**config.mk**
```make
export PLATFORM = sky130hd
export DESIGN_NAME = dsp_regbank
export DESIGN_NICKNAME = d
export VERILOG_FILES = /design/src/rtl/dsp_regbank_pkg.sv /design/src/rtl/dsp_regbank_wdec.sv /design/src/rtl/dsp_regbank_rmux.sv /design/src/rtl/dsp_regbank.sv
export SDC_FILE = /design/constraint.sdc
export NUM_CORES = 1
export LEC_CHECK = 0
export ABC_AREA = 0
export BUFFER_PORTS_ARGS = -buffer_cell sky130_fd_sc_hd__buf_4
export CELL_PAD_IN_SITES_DETAIL_PLACEMENT = 1
export CELL_PAD_IN_SITES_GLOBAL_PLACEMENT = 1
export CORE_UTILIZATION = 37
export CTS_CLUSTER_DIAMETER = 50
export DETAILED_ROUTE_END_ITERATION = 8
export HOLD_SLACK_MARGIN = 0.12
export PLACE_DENSITY_LB_ADDON = 0.1
export SETUP_SLACK_MARGIN = 0.1
export SLEW_MARGIN = 30
export SYNTH_ARGS = -nofsm -noshare
export SYNTH_HDL_FRONTEND = slang
export SYNTH_SLANG_ARGS = --single-unit
export TNS_END_PERCENT = 10
```
**constraint.sdc**
```tcl
create_clock -name clk -period 2.7 [get_ports clk]
set_input_delay 0.405 -clock clk [delete_from_list [all_inputs] [get_ports clk]]
set_output_delay 0.405 -clock clk [all_outputs]
set_load 0.05 [all_outputs]
```
**src/rtl/dsp_regbank_pkg.sv**
```systemverilog
package dsp_regbank_pkg;
    localparam int WORD_W  = 16;
    localparam int EXT_W   = 8;
    localparam int NUM_OPR = 4;
    localparam int NUM_ACC = 2;
    localparam int SEL_W   = 4;
    localparam int ACC_W   = EXT_W + 2 * WORD_W;
    localparam int PAIR_W  = 2 * WORD_W;

    localparam logic [SEL_W-1:0] SEL_X0 = 4'd0;
    localparam logic [SEL_W-1:0] SEL_X1 = 4'd1;
    localparam logic [SEL_W-1:0] SEL_Y0 = 4'd2;
    localparam logic [SEL_W-1:0] SEL_Y1 = 4'd3;
    localparam logic [SEL_W-1:0] SEL_A0 = 4'd4;
    localparam logic [SEL_W-1:0] SEL_A1 = 4'd5;
    localparam logic [SEL_W-1:0] SEL_A2 = 4'd6;
    localparam logic [SEL_W-1:0] SEL_B0 = 4'd7;
    localparam logic [SEL_W-1:0] SEL_B1 = 4'd8;
    localparam logic [SEL_W-1:0] SEL_B2 = 4'd9;
    localparam logic [SEL_W-1:0] SEL_AW = 4'd10;
    localparam logic [SEL_W-1:0] SEL_BW = 4'd11;

    typedef struct packed {
        logic [NUM_OPR-1:0][WORD_W-1:0] opr;
        logic [NUM_ACC-1:0][EXT_W-1:0]  ext;
        logic [NUM_ACC-1:0][WORD_W-1:0] msp;
        logic [NUM_ACC-1:0][WORD_W-1:0] lsp;
    } bank_t;

    typedef struct packed {
        logic [NUM_OPR-1:0] opr_we;
        logic [NUM_ACC-1:0] ext_we;
        logic [NUM_ACC-1:0] msp_we;
        logic [NUM_ACC-1:0] lsp_we;
        logic [WORD_W-1:0]  word;
        logic [EXT_W-1:0]   ext_val;
        logic [WORD_W-1:0]  lsp_val;
    } wreq_t;
endpackage

```
**src/rtl/dsp_regbank_wdec.sv**
```systemverilog
module dsp_regbank_wdec
    import dsp_regbank_pkg::*;
#(
    parameter bit GLOBAL_ONLY = 1'b0
) (
    input  logic              en,
    input  logic [SEL_W-1:0]  sel,
    input  logic [WORD_W-1:0] data,
    output wreq_t             req
);
    always_comb begin
        req         = '0;
        req.word    = data;
        req.lsp_val = data;
        req.ext_val = data[EXT_W-1:0];
        if (en) begin
            case (sel)
                SEL_X0: req.opr_we[0] = 1'b1;
                SEL_X1: req.opr_we[1] = 1'b1;
                SEL_Y0: req.opr_we[2] = 1'b1;
                SEL_Y1: req.opr_we[3] = 1'b1;
                SEL_A1: req.msp_we[0] = 1'b1;
                SEL_B1: req.msp_we[1] = 1'b1;
                SEL_A0: req.lsp_we[0] = !GLOBAL_ONLY;
                SEL_B0: req.lsp_we[1] = !GLOBAL_ONLY;
                SEL_A2: req.ext_we[0] = !GLOBAL_ONLY;
                SEL_B2: req.ext_we[1] = !GLOBAL_ONLY;
                SEL_AW, SEL_BW: begin
                    req.ext_we[sel == SEL_BW] = !GLOBAL_ONLY;
                    req.msp_we[sel == SEL_BW] = !GLOBAL_ONLY;
                    req.lsp_we[sel == SEL_BW] = !GLOBAL_ONLY;
                    req.lsp_val = '0;
                    req.ext_val = {EXT_W{data[WORD_W-1]}};
                end
                default: ;
            endcase
        end
    end
endmodule

```
**src/rtl/dsp_regbank_rmux.sv**
```systemverilog
module dsp_regbank_rmux
    import dsp_regbank_pkg::*;
#(
    parameter bit GLOBAL_ONLY = 1'b0
) (
    input  bank_t             bank,
    input  logic [SEL_W-1:0]  sel,
    output logic [WORD_W-1:0] data
);
    localparam int FILL_W = WORD_W - EXT_W;

    logic [WORD_W-1:0] ext_a_word;
    logic [WORD_W-1:0] ext_b_word;

    assign ext_a_word = {{FILL_W{bank.ext[0][EXT_W-1]}}, bank.ext[0]};
    assign ext_b_word = {{FILL_W{bank.ext[1][EXT_W-1]}}, bank.ext[1]};

    always_comb begin
        data = '0;
        case (sel)
            SEL_X0: data = bank.opr[0];
            SEL_X1: data = bank.opr[1];
            SEL_Y0: data = bank.opr[2];
            SEL_Y1: data = bank.opr[3];
            SEL_A1: data = bank.msp[0];
            SEL_B1: data = bank.msp[1];
            SEL_A0: if (!GLOBAL_ONLY) data = bank.lsp[0];
            SEL_B0: if (!GLOBAL_ONLY) data = bank.lsp[1];
            SEL_A2: if (!GLOBAL_ONLY) data = ext_a_word;
            SEL_B2: if (!GLOBAL_ONLY) data = ext_b_word;
            SEL_AW: if (!GLOBAL_ONLY) data = bank.msp[0];
            SEL_BW: if (!GLOBAL_ONLY) data = bank.msp[1];
            default: data = '0;
        endcase
    end
endmodule

```
**src/rtl/dsp_regbank.sv**
```systemverilog
module dsp_regbank
    import dsp_regbank_pkg::*;
(
    input  logic              clk,
    input  logic              rst,
    input  logic [SEL_W-1:0]  db_rd_sel,
    output logic [WORD_W-1:0] db_rd_data,
    input  logic              db_wr_en,
    input  logic [SEL_W-1:0]  db_wr_sel,
    input  logic [WORD_W-1:0] db_wr_data,
    input  logic [SEL_W-1:0]  gb_rd_sel,
    output logic [WORD_W-1:0] gb_rd_data,
    input  logic              gb_wr_en,
    input  logic [SEL_W-1:0]  gb_wr_sel,
    input  logic [WORD_W-1:0] gb_wr_data,
    input  logic              res_wr_en,
    input  logic              res_wr_acc,
    input  logic [ACC_W-1:0]  res_wr_data,
    output logic [PAIR_W-1:0] x_pair,
    output logic [PAIR_W-1:0] y_pair,
    output logic [ACC_W-1:0]  acc_a,
    output logic [ACC_W-1:0]  acc_b,
    input  logic              mul_sel,
    output logic [WORD_W-1:0] mul_op
);
    localparam int NUM_BUS = 2;

    bank_t bank_d;
    bank_t bank_q;
    wreq_t req [NUM_BUS];

    // index 0: global bus (lowest priority), index 1: data bus
    dsp_regbank_wdec #(.GLOBAL_ONLY(1'b1)) i_gb_wdec (
        .en(gb_wr_en), .sel(gb_wr_sel), .data(gb_wr_data), .req(req[0])
    );
    dsp_regbank_wdec #(.GLOBAL_ONLY(1'b0)) i_db_wdec (
        .en(db_wr_en), .sel(db_wr_sel), .data(db_wr_data), .req(req[1])
    );

    dsp_regbank_rmux #(.GLOBAL_ONLY(1'b0)) i_db_rmux (
        .bank(bank_q), .sel(db_rd_sel), .data(db_rd_data)
    );
    dsp_regbank_rmux #(.GLOBAL_ONLY(1'b1)) i_gb_rmux (
        .bank(bank_q), .sel(gb_rd_sel), .data(gb_rd_data)
    );

    always_comb begin
        bank_d = bank_q;
        for (int p = 0; p < NUM_BUS; p++) begin
            for (int r = 0; r < NUM_OPR; r++) begin
                if (req[p].opr_we[r]) bank_d.opr[r] = req[p].word;
            end
            for (int a = 0; a < NUM_ACC; a++) begin
                if (req[p].ext_we[a]) bank_d.ext[a] = req[p].ext_val;
                if (req[p].msp_we[a]) bank_d.msp[a] = req[p].word;
                if (req[p].lsp_we[a]) bank_d.lsp[a] = req[p].lsp_val;
            end
        end
        if (res_wr_en) begin
            {bank_d.ext[res_wr_acc], bank_d.msp[res_wr_acc], bank_d.lsp[res_wr_acc]} = res_wr_data;
        end
        if (rst) bank_d = '0;
    end

    always_ff @(posedge clk) begin
        bank_q <= bank_d;
    end

    assign x_pair = {bank_q.opr[1], bank_q.opr[0]};
    assign y_pair = {bank_q.opr[3], bank_q.opr[2]};
    assign acc_a  = {bank_q.ext[0], bank_q.msp[0], bank_q.lsp[0]};
    assign acc_b  = {bank_q.ext[1], bank_q.msp[1], bank_q.lsp[1]};
    assign mul_op = bank_q.msp[mul_sel];
endmodule

```
==> Yosys cells after proc, flatten, opt, wreduce, memory -nomap -nowiden <==
Cells that the tools add are included.
{ "classes": {"add_sub_neg": 0, "n_mul": 0, "div_mod_pow": 0, "order_cmp": 5, "n_eq_ne": 34, "shift": 0, "muxes": 56, "bitwise_logic": 0, "n_reduce_logical": 14} }
{ "ops": {"columns": ["op", "count"], "rows": [
  ["two-way mux 16 bit", 19],
  ["one-hot mux 16 bit (10 select lines)", 1],
  ["two-way mux 24 bit", 4],
  ["one-hot mux 16 bit (6 select lines)", 1],
  ["two-way mux 80 bit", 1],
  ["bitwise mux 32 bit", 2],
  ["equality test 4 bit, second input constant", 12],
  ["equality test 4 x 3 -> 1 bit, second input constant", 10],
  ["two-way mux 8 bit", 5],
  ["equality test 4 x 2 -> 1 bit, second input constant", 8],
  ["two-way mux 10 bit", 2],
  ["bitwise mux 16 bit", 1],
  ["demux 16 bit (select 1 bit)", 1],
  ["equality test 4 x 1 -> 1 bit, second input constant", 4],
  ["zero test 4 bit", 4],
  ["one-hot mux 1 bit (2 select lines)", 6],
  ["two-way mux 1 bit", 11],
  ["demux 8 bit (select 1 bit)", 1],
  ["nonzero test 2 bit", 4],
  ["OR reduction 2 bit", 4],
  ["less-than comparator 1 x 2 -> 1 bit, second input constant", 3],
  [">= comparator 1 bit, second input constant", 2],
  ["logical AND 1 bit", 2],
  ["demux 1 bit (select 1 bit)", 1]
]} }
{ "word_totals": {"regBits": 144, "latch_bits": 0, "ram_bits": 0, "mem_bits_ro": 0, "input_bits": 95, "output_inout_bits": 192, "n_memories": 0} }

==> Depth between registers and ports, before layout <==
Gate-level depths: netlist of the first run.
{ "logic_depth": {"word_depth": 10, "depth_mapped": 8} }

==> Modules after synthesis <==
Synthesis of the first run repeated with hierarchy kept, for this count alone.
{ "hier_totals": {"cells_unflattened": 1244, "area_unflattened_um2": 11038.1} }
{ "modules_own_cells": {"columns": ["mod", "instances", "cells_each", "area_per_inst_um2", "seq_area_each_um2"], "rows": [
  ["dsp_regbank", 1, 844, 7731.2, 2882.8],
  ["dsp_regbank_rmux (i_db_rmux)", 1, 199, 1611.5, 0.0],
  ["dsp_regbank_rmux (i_gb_rmux)", 1, 79, 699.4, 0.0],
  ["dsp_regbank_wdec (i_db_wdec)", 1, 65, 528.0, 0.0],
  ["dsp_regbank_wdec (i_gb_wdec)", 1, 57, 467.9, 0.0]
]} }

==> Worst setup path after synthesis of the first run <==
OpenSTA, ideal clock, no wires.
{ "synth_path": {"path_kind": "input port to output port", "start": "input db_rd_sel[3]", "end": "output db_rd_data[2]", "arrival_time_ns": 3.072, "required_time_ns": 2.295, "path_slack_ns": -0.777, "cell_stages": 5, "path_buffers": 2, "path_cell_list": "buf_2 buf_1 mux2i_1 o221a_2 o311ai_0"} }
{ "synth_between": {"elab_chain_len": 3} }
{ "synth_rtl": {"columns": ["element", "line", "text"], "rows": [
  ["start: declaration", "dsp_regbank.sv:6", "input logic [SEL_W-1:0] db_rd_sel,"],
  ["equality test 4 bit / equality test 4 x 3 -> 1 bit (equally long branches)", "dsp_regbank_rmux.sv:20", "case (sel)"],
  ["OR reduction 2 bit (no source line)", null, null],
  ["one-hot mux 16 bit (10 select lines) (*)", "dsp_regbank_rmux.sv:20", null],
  ["end: declaration", "dsp_regbank.sv:7", "output logic [WORD_W-1:0] db_rd_data,"]
]} }
Mark *: on every way between the ends. The rest lies on a longest branch, timed or not.

==> Final worst setup path of the first run <==
{ "layout_path": {"start": "register bank_q, in the netlist acc_b[35]", "end": "output db_rd_data[3]"} }
{ "layout_between": {"elab_chain_len": 1} }
{ "layout_rtl": {"columns": ["element", "line", "text"], "rows": [
  ["start: declaration", "dsp_regbank.sv:29", "bank_t bank_q;"],
  ["start signal: assignment", "dsp_regbank.sv:66", "bank_q <= bank_d;"],
  ["one-hot mux 16 bit (10 select lines)", "dsp_regbank_rmux.sv:20", null]
]} }
Every way passes these cells.

==> summary.txt, run 1 <==
Placement
  • Detail Placement HPWL: about 34,000 um
  • Final GP Congestion: approximately 0.9
  • Place WS: approximately 220 ps
  • Placed Cells: approximately 1,600
  • Port bufs: around 290

STA
  • Final worst slack: 138.2 ps
  • Highest Clock Rate: approximately 0.4 GHz
  • Setup violators final: 0
  • Total Negative Setup Slacks: 0 ps
  • Slew Viols, Final: 0
  • Tcrit/Tclk final: 94.88%
  • Period minus WS final: ~2600 ps
  • Slew HR: between 40% and 50%
  • RSZ-0062 raised after global routing: false
  • Final setup skew: 0 ps
  • Final Hold Fails: 0
  • Worst-Margin Slew: slightly below 900 ps

Cells and area
  • Most frequent cells in the layout: 346 x buf_4, 143 x dfxtp_1, 96 x nor2_1
  • Antenna Cells: 0
  • # nets final: 1,387
  • Layout cell share with drive strength beyond 1: 33.41%
  • Area delta synth->final: 37.66%
  • Finished Layout Cells: about 1,600
  • Commonest non-fill, non-tap cell in the layout: buf_4

Drt
  • DR vias: about 10,000
  • TritonRoute pass-1 iters: 6
  • Vias per cell: 6.459
  • Average wire per standard cell: ~28 um
  • Drt total wl: between 40,000 and 50,000 um
  • DRT iter0 DRCs: roughly 970
  • Final ANT Viol Nets: 0
  • DRC: 0

CTS
  • Clock Tree Root: clkbuf_16
  • Reg clk slew, reported paths: ~70 ps
  • Num CTS Buffers: 17
  • Clock Path Buffers: 2
  • Htree depth: 4
  • Clk sinks: 144
  • Clk_lat worst skew: around 430 ps
  • Setup Fix Bufs, Post-CTS: 0
  • TritonCTS clock tree: done
  • Hold_buf cts: 0

Floorplan
  • Initial Utilization: around 38%
  • DIE AREA: between 20,000 and 25,000 sq um
  • Die width: 154.9 um
  • Core area: 22,780 sq um
  • Rows: 55
  • Die Y: between 150 and 200 um
  • I/O pin cnt: between 200 and 300

Setup path
  • CP Launch Point: acc_b[35]
  • CP cell instances: mux2i_2 > nor3_1 > a221o_1 > or4_1 > buf_6
  • Crit-path max FO: 3
  • CP required: between 2000 and 2500 ps
  • Crit path max-delay family: simple AND/OR/NAND/NOR gates
  • CP Capture Type: output port
  • CP startpoint kind: flip-flop
  • CP arrival: 2160 ps
  • Worst path slowest cell: or4_1
  • FF-to-FF Start: acc_b[16]
  • Slowest stage delay, CP: 570 ps
  • CP Class: reg -> out
  • Crit path buf inv count: 1

Logic synthesis
  • Flops & latches, synth: 144
  • Ys async rst share: 0%
  • Mapped cell area: slightly below 9000 sq um
  • Cell variety after synth: 66
  • Top_reg_cell synth: dfxtp_1
  • Number of synthesized flops with an enable pin: 0
  • Synthesis Warnings: 0
  • Cells after Synth: between 1,000 and 1,500
  • Post-synthesis sequential area ratio: 33.35%
  • Synth Net Count: around 1,100
  • Mean post-synth cell area: about 8.4 sq um

Global routing
  • Global-route wire length before repair: around 66,000 um
  • Total GRT Usage: 37.01%
  • Overflow after GRT: 0
  • Largest net degree at the start of global routing: 50
  • Initial antenna violation count: 0
  • Number of global-route vias before repair: 10,100

Power
  • Pwr Density: around 560 nW/um^2
  • Worst IR Drop VDD: 381.0 uV
  • Leakage: about 5.0 nW

Run
  • Max-cap violation count: 0

Min path
  • Hold crit path type: in -> reg
  • Hold_sp: res_wr_data[20]

Outcome
  • Status: finished, final reports clean
## what timing repair did
action                                 4_1_cts  5_1_grt
setup endpoints to repair                    1        1
resized for setup                            1        2
endpoints found under the hold margin        0        0
## where the power goes
group / leakage [nW] / total, W / internal [W] / switching [W]
registers: 1.18 / 0.00244 / 0.00224 / 0.000202
clock network: 0.288 / 0.00251 / 0.00139 / 0.00112
logic: 3.56 / 0.00169 / 0.000543 / 0.00115
## cell usage after synthesis, types with 4 or more instances
master | n | area [sq um]
clkbuf_1 | 76 | 285.3
a211oi_2 | 10 | 125.1
nand4_1 | 4 | 25.02
a22o_1 | 5 | 43.79
a311oi_1 | 31 | 271.5
o211ai_1 | 10 | 75.07
nand2b_1 | 7 | 43.79
inv_1 | 14 | 52.55
nand3b_1 | 18 | 135.1
a2bb2oi_1 | 6 | 52.55
buf_1 | 4 | 15.01
nand3_1 | 56 | 280.3
o31ai_1 | 17 | 127.6
a211oi_1 | 39 | 292.8
a221oi_1 | 12 | 105.1
buf_2 | 27 | 135.1
nor3_1 | 11 | 55.05
o21ai_1 | 11 | 55.05
mux2i_1 | 56 | 560.5
nor2b_1 | 8 | 50.05
a221o_1 | 18 | 180.2
nand2_1 | 79 | 296.5
o21ai_0 | 44 | 220.2
dfxtp_1 | 144 | 2883
a21oi_1 | 28 | 140.1
nor2_1 | 97 | 364.1
mux2_2 | 20 | 225.2
a22oi_1 | 93 | 698.2
a222oi_1 | 12 | 120.1
a32oi_1 | 14 | 122.6
## through the flow
step	util, %	hold slack [ps]	total power [W]	instance area [sq um]
after floorplan	-	513.5	0.003417	8652
after global placement	49.59	516.2	0.004123	11300
after detailed placement	49.59	523.6	0.004146	11300
after CTS	52.22	167.9	0.006623	11900
after global routing	52.24	184.5	0.006814	11900
final	52.24	172.9	0.006642	11900
## cell type report
cell class	instances	area, sq um
fillers	2714	10880
multi-input cells	767	5348
flip-flops and latches	144	2884
repair buffers	348	2629
clock buffers	17	425.4
well taps	313	391.6
clock inverters	15	170.2
inverters	14	52.55
## state kept, by name, summed over array words and instances, names as in the netlist
| name | cells |
|---|---|
| acc_a | 40 |
| acc_b | 40 |
| x_pair | 32 |
| y_pair | 32 |
## worst register-to-register path: cells and delay by family, from the launching register on
kind               cells  cell delay (ps)
DFF                    1              580
AOI/OAI and AO/OA      2              380
## logic make-up (layout without fill, tap and decap cells)
kind of cell	Yosys count	after routing	synth area share (%)
AOI/OAI and AO/OA	372	372	33.03
and+or+nand+nor	318	318	18.53
DFF	144	144	33.35
buffers and inverters	123	394	5.905
muxes	76	76	9.090
xor gates and xnor gates	1	1	0.1013
## final timing paths
check / end / slack (ps) / depth (start not counted)
worst max-delay path: db_rd_data[3] / 140 / 5
worst max register to register: acc_b[16] / 1660 / 2
worst min-delay path: acc_b[20] / 170 / 3
worst min register to register: acc_a[10] / 530 / 2
## per-layer routing
| metal | wire (um) | GRT usage (%) | up-vias |
|---|---|---|---|
| li1 | - | - | 4530 |
| met1 | 20390 | 53.45 | 5268 |
| met2 | 20160 | 57.40 | 583 |
| met3 | 3599 | 4.652 | 69 |
| met4 | 884 | 10.80 | 0 |
| met5 | 0 | 0 | - |
Power figures use the tool's default switching activity.
==> inputs of run 2 (changes only) <==
--- a/config.mk
+++ b/config.mk
@@ -7,13 +7,11 @@
 export LEC_CHECK = 0
 export ABC_AREA = 0
 export BUFFER_PORTS_ARGS = -buffer_cell sky130_fd_sc_hd__buf_4
-export CELL_PAD_IN_SITES_DETAIL_PLACEMENT = 1
-export CELL_PAD_IN_SITES_GLOBAL_PLACEMENT = 1
-export CORE_UTILIZATION = 37
+export CORE_UTILIZATION = 50
 export CTS_CLUSTER_DIAMETER = 50
 export DETAILED_ROUTE_END_ITERATION = 8
 export HOLD_SLACK_MARGIN = 0.12
-export PLACE_DENSITY_LB_ADDON = 0.1
+export PLACE_DENSITY = 0.79
 export SETUP_SLACK_MARGIN = 0.1
 export SLEW_MARGIN = 30
 export SYNTH_ARGS = -nofsm -noshare
==> run 2 against run 1 <==
Compared with the run above: clock-buffer cell count up 1; global-route usage up 6.2 points; sequential share of layout area up 0.42 points; register-to-register slack better by 20 ps; utilization up 18 points; clock skew unchanged; largest cell class unchanged; critical path depth up 1; highest routed layer unchanged; routed wire length down 12%; maximum frequency down 0.87%; clock power down 9.2%; worst setup slack worse by 22 ps.
==> summary.txt, run 2 (same netlist as run 1, synthesis figures left out) <==
Setup path
  • Critical R2R Capture: acc_b[16]
  • Worst path slowest cell: or4_1
  • CP required: 2300 ps (about the same)
  • FF-to-FF Start: acc_b[16]
  • CP dominant cell by count: buf_4
  • CP arrival: 2180 ps (+20 ps)
  • CP Class: in -> out
  • CP Capture Type: output port
  • CP startpoint kind: input pin
  • R2R depth: 2 (unchanged)
  • Slowest stage delay, CP: 540 ps (-30 ps)
  • Crit-path max FO: 17 (+14)
  • R2r setup slk: 1680 ps (+20 ps)
  • CP cell instances: buf_4 > nand2b_1 > nor3_1 > a221o_1 > or4_1 > buf_4

STA
  • Slew Viols, Final: 0 (unchanged)
  • Slew HR: 33.48% (-8.9 points)
  • Setup violators final: 0 (unchanged)
  • Final setup skew: 0 ps (unchanged)
  • Final Hold Fails: 0 (unchanged)
  • Total Negative Setup Slacks: 0 ps (unchanged)
  • Highest Clock Rate: 0.3870 GHz (-0.87%)
  • Tcrit/Tclk final: 95.71% (+0.83 points)
  • Period minus WS final: 2584 ps (+22.39 ps)
  • Worst-Margin Slew: 997.8 ps (+133.8 ps)
  • RSZ-0062 raised after global routing: false

Floorplan
  • Die Y: 133.5 um (-14%)
  • Rows: 47 (-15%)
  • DIE AREA: 17,820 sq um (-26%)
  • I/O pin cnt: 287 (unchanged)
  • Core area: 16,760 sq um (-26%)
  • Initial Utilization: 51.58% (+14 points)
  • Die width: 133.5 um (-14%)

Cells and area
  • Layout cell share with drive strength beyond 1: 32.90% (-0.51 points)
  • Multi-input gate area: 5335 sq um (-0.23%)
  • # nets final: 1,380 (-0.50%)
  • Most frequent cells in the layout: 339 x buf_4, 144 x dfxtp_1, 97 x nor2_1
  • Commonest non-fill, non-tap cell in the layout: buf_4
  • Flip-flop and latch area: 2883 sq um (about the same)
  • Antenna Cells: 0 (unchanged)
  • Finished Layout Cells: 1,518 (-6.2%)
  • Area delta synth->final: 35.24%
  • Final core occ: 69.76% (+18 points)
  • # fillers: 1,371 (-49%)

Global routing
  • Number of global-route vias before repair: 9,445 (-6.5%)
  • Overflow after GRT: 0 (unchanged)
  • Largest net degree at the start of global routing: 51 (+2.0%)
  • Initial antenna violation count: 0 (unchanged)
  • Global-route wire length before repair: 58,310 um (-12%)
  • Total GRT Usage: 43.25% (+6.2 points)

Outcome
  • Status: finished, final reports clean

Drt
  • DRT iter0 DRCs: 1,485 (+52%)
  • DRC: 0 (unchanged)
  • Final ANT Viol Nets: 0 (unchanged)
  • TritonRoute pass-1 iters: 8 (+2)
  • Average wire per standard cell: 26.12 um (-6.1%)
  • Vias per cell: 6.919 (+7.1%)
  • DR vias: 10,500 (+0.51%)
  • Drt total wl: 39,660 um (-12%)

CTS
  • Clk_lat worst skew: 430 ps (about the same)
  • Clock Tree Root: clkbuf_16
  • Num CTS Buffers: 17 (unchanged)
  • Reg clk slew, reported paths: 60 ps (about the same)
  • Clk sinks: 144 (unchanged)
  • Clock Path Buffers: 2 (unchanged)
  • TritonCTS clock tree: done
  • Htree depth: 4 (unchanged)

Power
  • Leakage: 4.965 nW (-1.2%)
  • Pwr Total: 0.006382 W (-3.9%)
  • Worst IR Drop VDD: 431.2 uV (+13%)
  • Pwr Density: 545.9 nW/um^2 (-2.2%)

Min path
  • Worst hold endpoint: acc_b[22]
  • Hold_sp: res_wr_data[22]
  • Hold crit path type: in -> reg
  • Number of cells on the worst hold path: 3 (unchanged)

Run
  • Max-cap violation count: 0 (unchanged)

Placement
  • Detail Placement HPWL: 29,910 um (-13%)
  • Port bufs: 286 (unchanged)
  • Final GP Congestion: 0.9886 (+7.3%)
  • Placed Cells: 1,486 (-6.3%)
## run 2: cell count changes in the layout (fill, tap and decap cells not counted), sizes merged
cell | previous run | this run
clkinv | 3 | 1
clkbuf | 17 | 18
bufinv | 2 | 0
buf | 348 | 341
clkinvlp | 2 | 5
## run 2: final cells by class
type / count / area share (%)
Clock inverter: 14 / 1.038
Multi-Input combinational cell: 767 / 45.63
Inverter: 14 / 0.4495
Tap cell: 220 / 2.354
Sequential cell: 144 / 24.66
Timing Repair Buffer: 341 / 22.11
Clock buffer: 18 / 3.756
## run 2: worst max path at each step
stage,start,endpoint,cells after the start
2_1_floorplan,db_rd_sel[1],db_rd_data[0],6
3_3_place_gp,db_rd_sel[3],db_rd_data[3],6
3_5_place_dp,db_rd_sel[3],db_rd_data[3],6
4_1_cts,db_rd_sel[3],db_rd_data[3],6
5_1_grt,db_rd_sel[3],db_rd_data[3],6
6_report,db_rd_sel[3],db_rd_data[3],6
## run 2: power by group
group,switching (W),internal [W]
Clock,0.00106,0.00123
Sequential,0.000192,0.00224
Combinational,0.00113,0.000538
Total,0.00238,0.00401
## run 2: layer usage
| metal | vias up | part of all wire (%) | track usage [%] |
|---|---|---|---|
| li1 | 4521 | - | - |
| met1 | 5029 | 39 | 59.12 |
| met2 | 858 | 44 | 65.31 |
| met3 | 95 | 14 | 11.42 |
| met4 | 0 | 2.6 | 15.47 |
| met5 | - | 0 | 0 |
## run 2: worst max-delay path, delay by kind of cell
kind,cells,cell delay (ps)
compound gates,1,370
buf+inv,2,420
simple gates,3,970
## run 2: through the flow
step / setup slack (ps) / area [sq um] / hold WS (ps)
5_1_grt: 108.2 / 11690 / 192.8
4_1_cts: 152.4 / 11690 / 179.2
3_5_place_dp: 159.1 / 11120 / 508.8
3_3_place_gp: 171.9 / 11120 / 505.9
6_report: 115.8 / 11690 / 179.8
2_1_floorplan: 73.47 / 8652 / 513.5
## run 2: timing repair
| action | CTS | global route |
|---|---|---|
| setup endpoints to repair | 0 | 2 |
| hold buffers | 0 | 0 |
| gates resized for setup | 0 | 1 |
| setup buffers | 0 | 0 |
